**src/rtl/ep_txf_pkg.sv**
```systemverilog
package ep_txf_pkg;
    typedef enum logic [1:0] {
        ST_IDLE  = 2'd0,
        ST_SEND  = 2'd1,
        ST_RETRY = 2'd2,
        ST_HALT  = 2'd3
    } txf_state_t;
endpackage

```
**src/rtl/ep_tx_fsm.sv**
```systemverilog
module ep_tx_fsm
    import ep_txf_pkg::*;
(
    input  logic clk,
    input  logic rst_n,
    input  logic start_i,
    input  logic underrun_i,
    input  logic timeout_i,
    input  logic ack_i,
    input  logic retry_en_i,
    input  logic restart_i,
    output logic abort_o,
    output logic resend_o,
    output logic close_o,
    output logic un_o,
    output logic to_o,
    output logic fault_o
);
    txf_state_t state_q, state_d;
    logic abort_d, resend_d, close_d, un_d, to_d;

    // Next state and next outputs
    always_comb begin
        state_d  = state_q;
        abort_d  = 1'b0;
        resend_d = 1'b0;
        close_d  = 1'b0;
        un_d     = 1'b0;
        to_d     = 1'b0;
        unique case (state_q)
            ST_IDLE: begin
                if (start_i) state_d = ST_SEND;
            end
            ST_SEND, ST_RETRY: begin
                if (underrun_i) begin
                    abort_d = 1'b1;
                    close_d = 1'b1;
                    un_d    = 1'b1;
                    state_d = ST_HALT;
                end else if (ack_i) begin
                    close_d = 1'b1;
                    state_d = ST_IDLE;
                end else if (timeout_i) begin
                    if (state_q == ST_SEND && retry_en_i) begin
                        resend_d = 1'b1;
                        state_d  = ST_RETRY;
                    end else begin
                        close_d = 1'b1;
                        to_d    = 1'b1;
                        state_d = ST_HALT;
                    end
                end
            end
            ST_HALT: begin
                if (restart_i) state_d = ST_IDLE;
            end
            default: state_d = ST_IDLE;
        endcase
    end

    assign fault_o = un_d | to_d;

    // State register
    always_ff @(posedge clk or negedge rst_n) begin
        if (!rst_n) state_q <= ST_IDLE;
        else        state_q <= state_d;
    end

    // Output register
    always_ff @(posedge clk or negedge rst_n) begin
        if (!rst_n) begin
            abort_o  <= 1'b0;
            resend_o <= 1'b0;
            close_o  <= 1'b0;
            un_o     <= 1'b0;
            to_o     <= 1'b0;
        end else begin
            abort_o  <= abort_d;
            resend_o <= resend_d;
            close_o  <= close_d;
            un_o     <= un_d;
            to_o     <= to_d;
        end
    end
endmodule

```
**src/rtl/ep_evt_bits.sv**
```systemverilog
module ep_evt_bits #(
    parameter int N = 4
) (
    input  logic         clk,
    input  logic         rst_n,
    input  logic [N-1:0] set_i,
    input  logic [N-1:0] clr_i,
    output logic [N-1:0] evt_o
);
    always_ff @(posedge clk or negedge rst_n) begin
        if (!rst_n) evt_o <= '0;
        else        evt_o <= (evt_o & ~clr_i) | set_i;
    end
endmodule

```
**src/rtl/ep_tx_fault_ctl.sv**
```systemverilog
module ep_tx_fault_ctl #(
    parameter int N_EP = 4
) (
    input  logic            clk,
    input  logic            rst_n,
    input  logic [N_EP-1:0] tx_start,
    input  logic [N_EP-1:0] tx_underrun,
    input  logic [N_EP-1:0] tx_timeout,
    input  logic [N_EP-1:0] tx_ack,
    input  logic [N_EP-1:0] retry_en,
    input  logic [N_EP-1:0] restart_cmd,
    input  logic [N_EP-1:0] evt_clr,
    output logic [N_EP-1:0] stuff_abort,
    output logic [N_EP-1:0] resend_req,
    output logic [N_EP-1:0] buf_close,
    output logic [N_EP-1:0] close_un,
    output logic [N_EP-1:0] close_to,
    output logic [N_EP-1:0] tx_evt
);
    logic [N_EP-1:0] fault_now;

    for (genvar g = 0; g < N_EP; g++) begin : g_ep
        ep_tx_fsm u_fsm (
            .clk        (clk),
            .rst_n      (rst_n),
            .start_i    (tx_start[g]),
            .underrun_i (tx_underrun[g]),
            .timeout_i  (tx_timeout[g]),
            .ack_i      (tx_ack[g]),
            .retry_en_i (retry_en[g]),
            .restart_i  (restart_cmd[g]),
            .abort_o    (stuff_abort[g]),
            .resend_o   (resend_req[g]),
            .close_o    (buf_close[g]),
            .un_o       (close_un[g]),
            .to_o       (close_to[g]),
            .fault_o    (fault_now[g])
        );
    end

    ep_evt_bits #(.N(N_EP)) u_evt (
        .clk   (clk),
        .rst_n (rst_n),
        .set_i (fault_now),
        .clr_i (evt_clr),
        .evt_o (tx_evt)
    );
endmodule

```
**config.mk**
```make
export PLATFORM = sky130hd
export DESIGN_NAME = ep_tx_fault_ctl
export DESIGN_NICKNAME = d
export VERILOG_FILES = /design/src/rtl/ep_txf_pkg.sv /design/src/rtl/ep_tx_fsm.sv /design/src/rtl/ep_evt_bits.sv /design/src/rtl/ep_tx_fault_ctl.sv
export SDC_FILE = /design/constraint.sdc
export NUM_CORES = 1
export LEC_CHECK = 0
export ABC_AREA = 1
export BUFFER_PORTS_ARGS = -buffer_cell sky130_fd_sc_hd__buf_4
export CORE_MARGIN = 5
export CORE_UTILIZATION = 45
export CTS_BUF_LIST = sky130_fd_sc_hd__clkbuf_2 sky130_fd_sc_hd__clkbuf_4 sky130_fd_sc_hd__clkbuf_8
export DETAILED_ROUTE_END_ITERATION = 10
export GPL_ROUTABILITY_DRIVEN = 0
export HOLD_SLACK_MARGIN = 0.03
export PLACE_DENSITY = 0.72
export SKIP_CTS_REPAIR_TIMING = 1
export SLEW_MARGIN = 20
export SYNTH_ARGS = -nofsm -noshare
export SYNTH_HDL_FRONTEND = slang
export SYNTH_SLANG_ARGS = --single-unit
```
**constraint.sdc**
```tcl
create_clock -name clk -period 3.2 [get_ports clk]
set_input_delay 0.96 -clock clk [delete_from_list [all_inputs] [get_ports clk]]
set_output_delay 0.96 -clock clk [all_outputs]
set_load 0.01 [all_outputs]
```
Word level (Yosys, flattened, before mapping)
Cells that the tools add are included.
{ "word_totals": {"regBits": 28, "in_bits": 30, "word_cells": 156} }
{ "classes": {"eq_ne": 24, "mux": 88, "bitwise": 7, "reduce_logical": 16} }
{ "op_table": {"columns": ["cell", "n"], "rows": [
  ["$mux W1", 64],
  ["$mux W2", 20],
  ["$pmux W2 S3", 4],
  ["$eq A2 B2 Y1 const B", 8],
  ["$ne A2 B2 Y1 const B", 8],
  ["$ne A4 B4 Y1 const B", 4],
  ["$reduce_and A3 Y1", 4],
  ["$eq A2 B1 Y1 const B", 4],
  ["$logic_not A2 Y1", 4],
  ["$reduce_or A2 Y1", 4],
  ["$and A4 B4 Y4", 1],
  ["$logic_and A1 B1 Y1", 4],
  ["$not A4 Y4", 1],
  ["$or A1 B1 Y1", 4],
  ["$or A4 B4 Y4", 1]
]} }

Longest topological paths before layout
{ "logic_depth": {"depth_word": 9, "ltp_mapped": 8, "ltp_nobuf": 8} }

Hierarchy
From an unflattened synthesis, not the netlist that was laid out.
{ "hier_totals": {"cells_unflattened": 212, "hier_area_um2": 1576.5} }
{ "by_module_without_submodules": {"columns": ["mod", "n_inst", "cells_each", "area_each_um2"], "rows": [
  ["ep_tx_fsm", 4, 48, 354.1],
  ["ep_evt_bits", 1, 20, 160.2]
]} }

Worst setup path before layout
No wires, ideal clock.
{ "synth_path": {"path_type": "reg-to-output", "from": "reg g_ep[0].u_fsm.un_o", "to": "out close_un[0]", "t_arrival_ns": 0.486, "t_required_ns": 2.240, "path_slack_ns": 1.754, "path_stages_with_launch": 2, "path_cell_list": "dfrtp_1 buf_4"} }
{ "synth_lines": {"columns": ["element", "line_no", "source"], "rows": [
  ["from (decl)", "ep_tx_fsm.sv:15", "output logic un_o,"],
  ["from (signal assigned)", "ep_tx_fsm.sv:81", "un_o <= un_d;"],
  ["to (decl)", "ep_tx_fault_ctl.sv:16", "output logic [N_EP-1:0] close_un,"]
]} }
No word-level cell between the ends.

Final worst setup path
{ "layout_path": {"from": "reg u_evt.evt_o[0]", "to": "out tx_evt[0]"} }
{ "layout_lines": {"columns": ["element", "line_no", "source"], "rows": [
  ["from (decl)", "ep_evt_bits.sv:8", "output logic [N-1:0] evt_o"],
  ["from (signal assigned)", "ep_evt_bits.sv:12", "else evt_o <= (evt_o & ~clr_i) | set_i;"],
  ["to (decl)", "ep_tx_fault_ctl.sv:18", "output logic [N_EP-1:0] tx_evt"]
]} }
No word-level cell between the ends.

==> impl_metrics.toml <==
[layout]
regArea_um2 = 701
multiInputGateArea_um2 = 673
final_cell_mix = "nand2_1 (64), buf_4 (53), inv_1 (36)"
antenna-diode-count = 0
layout-drive-gt1-share = 0.260
synthToLayoutAreaGrowth_pct = 21.6
final_common_cell = "nand2_1"
fin_nets = 302
nFillCells = 365
final_cell_count_no_fill = 306

[worst_setup_path]
crit_family = "flip-flops"
cpPeakStageDelay_ps = 400
critPathRequiredTime_ps = 2240
slowest_stage = "dfrtp_1"
critical_path.cell_chain = "buf_4"
arrival_ps = 810
rr_endpoint = "g_ep[2].u_fsm.state_q[0]$_DFFE_PN0P_"
path_buf_inv = 1
start_kind = "flop"
cp.depth = 1
crit_type = "reg2out"
reg2reg_from = "g_ep[2].u_fsm.state_q[0]$_DFFE_PN0P_"
end_kind = "output pin"
cp_max_fo = 2
r2r_cells = 8
reg2reg_slack_ps = 1820

[worst_hold_path]
min_path_cells = 2
whs_endpoint = "u_evt.evt_o[2]$_DFF_PN0_"
min-delay-start = "u_evt.evt_o[2]$_DFF_PN0_"
worst_hold_path_type = "reg2reg"

[die]
design.die.area_um2 = 5050
die_w_um = 71.0
initial_core_util = 0.461
rows = 22
core_area_um2 = 3630
io-pin-count = 54
die_h_um = 71.0

[synthesis]
synth_seq_cells = 28
synth_cells = 221
syn_avg_cell_area_um2 = 7.59
synthesis.area_um2 = 1680
syn_nets = 264
ys_seq_area_frac = 0.418
synth_cell_types = 16
synth_warnings = 0

[status]
status = "complete, no violations"

[timing]
fin_crit_sh = 0.553
tightestPinTransition_ps = 340
fin_ws_ps = 1430
grt_setup_unrepaired = "no"
relSlewSlack = 0.773
finalSetupTns_ps = 0
fin_crit_ps = 1770
setup_violations = 0
slew_viol_final = 0
timing.hold.ws_ps = 506
fin_worst_skew_ps = 5.82
clock.fmax_mhz = 565
hold_violations = 0

[clocking]
clockRootBuffer = "clkbuf_8"
clk_path_buf_depth = 2
htree_levels = 1
path_clk_slew_ps = 90
clk_latency_ps = 260
cts_made_buffers = 3
cts_tree = "built"
cts_sinks = 28

[routing]
firstDrtPassIters = 4
viasPerCell = 4.37
remaining_drc_errors = 0
drt-initial-drc-count = 40
vias = 1338
avgRoutedWirePerCell_um = 9.58
ant_nets = 0
wirelength_mm = 2.93

[global_routing]
grt_overflow_total = 0
grt_pass1_wl_mm = 5.15
grt_pass1_vias = 1257
grt_usage = 0.120
grt_max_degree = 29
antenna_found_initial = 0

[placement]
portBuffers = 53
dp_slack_ps = 1560
dp_cells = 302
hpwl_mm = 2.46

[pwr]
total_power_w = 0.00172
cellPowerDensity_nw_per_um2 = 844
ir_drop_v = 0.000329
leakagePower_nw = 1.22

[job]
drv_cap = 0
Yosys cell counts, drive strengths merged:
library cell  count  area share
ha               13       0.097
nand2            68        0.16
nand3            11       0.033
dfrtp            28        0.42
nor2             24       0.057
nor3              4       0.012
a21oi             5       0.015
inv              38       0.085
a21boi            4       0.018
clkinv            2      0.0060
o21ai             4       0.012
buf              20       0.090
worst register-to-register path, cell delays in order, from the launching register on:
cell and delay, ps:
dfrtp_1 410, inv_1 60, ha_1 380, nand2_2 120
clkinv_2 70, nor2_1 80, nand2_1 50, nand2_1 60
nand2_1 40
per-layer routing:
layer	GRT usage	share of wire	vias to the layer above
li1	-	-	717
met1	0.152	0.44	590
met2	0.210	0.49	29
met3	0.0270	0.069	2
met4	0.0251	0.0044	0
met5	0	0	-
power breakdown:
group | internal [W] | switching [W] | leakage [nW]
logic | 0.000413 | 0.000521 | 0.838
registers | 0.000494 | 0.0000849 | 0.353
clock network | 0.000110 | 0.0000992 | 0.0288
final cells by class:
class,count,area share
Timing Repair Buffer,53,0.195
Tap cell,48,0.0294
Sequential cell,28,0.344
Clock buffer,4,0.0270
Multi-Input combinational cell,133,0.330
Inverter,40,0.0748
cell families (layout without fill, tap and decap cells):
| family | after synthesis | after routing | synth area share |
|---|---|---|---|
| adders and majority gates | 13 | 13 | 0.0970 |
| DFF | 28 | 28 | 0.418 |
| buffers and inverters | 60 | 97 | 0.181 |
| and+or+nand+nor | 107 | 107 | 0.260 |
| AOI/OAI and AO/OA | 13 | 13 | 0.0448 |
stage by stage:
step            util  area [um^2]
2_1_floorplan      -         1680
3_3_place_gp   0.546         1980
3_5_place_dp   0.546         1980
4_1_cts        0.561         2040
5_1_grt        0.561         2040
6_report       0.561         2040
worst max path at each step:
stage | startpoint | to | slack (ps)
2_1_floorplan | g_ep[0].u_fsm.un_o$_DFF_PN0_ | close_un[0] | 1750
3_3_place_gp | tx_ack[2] | g_ep[2].u_fsm.state_q[0]$_DFFE_PN0P_ | 1590
3_5_place_dp | tx_ack[2] | g_ep[2].u_fsm.state_q[1]$_DFFE_PN0P_ | 1560
4_1_cts | u_evt.evt_o[0]$_DFF_PN0_ | tx_evt[0] | 1420
5_1_grt | u_evt.evt_o[0]$_DFF_PN0_ | tx_evt[0] | 1390
6_report | u_evt.evt_o[0]$_DFF_PN0_ | tx_evt[0] | 1430
sequential cells by signal, summed over array words and instances, names as in the netlist:
name / flops
g_ep.u_fsm.un_o: 2
u_evt.evt_o: 4
g_ep.u_fsm.close_o: 4
g_ep.u_fsm.to_o: 4
g_ep.u_fsm.resend_o: 4
g_ep.u_fsm.abort_o: 2
g_ep.u_fsm.state_q: 8
Power figures use the tool's default switching activity.
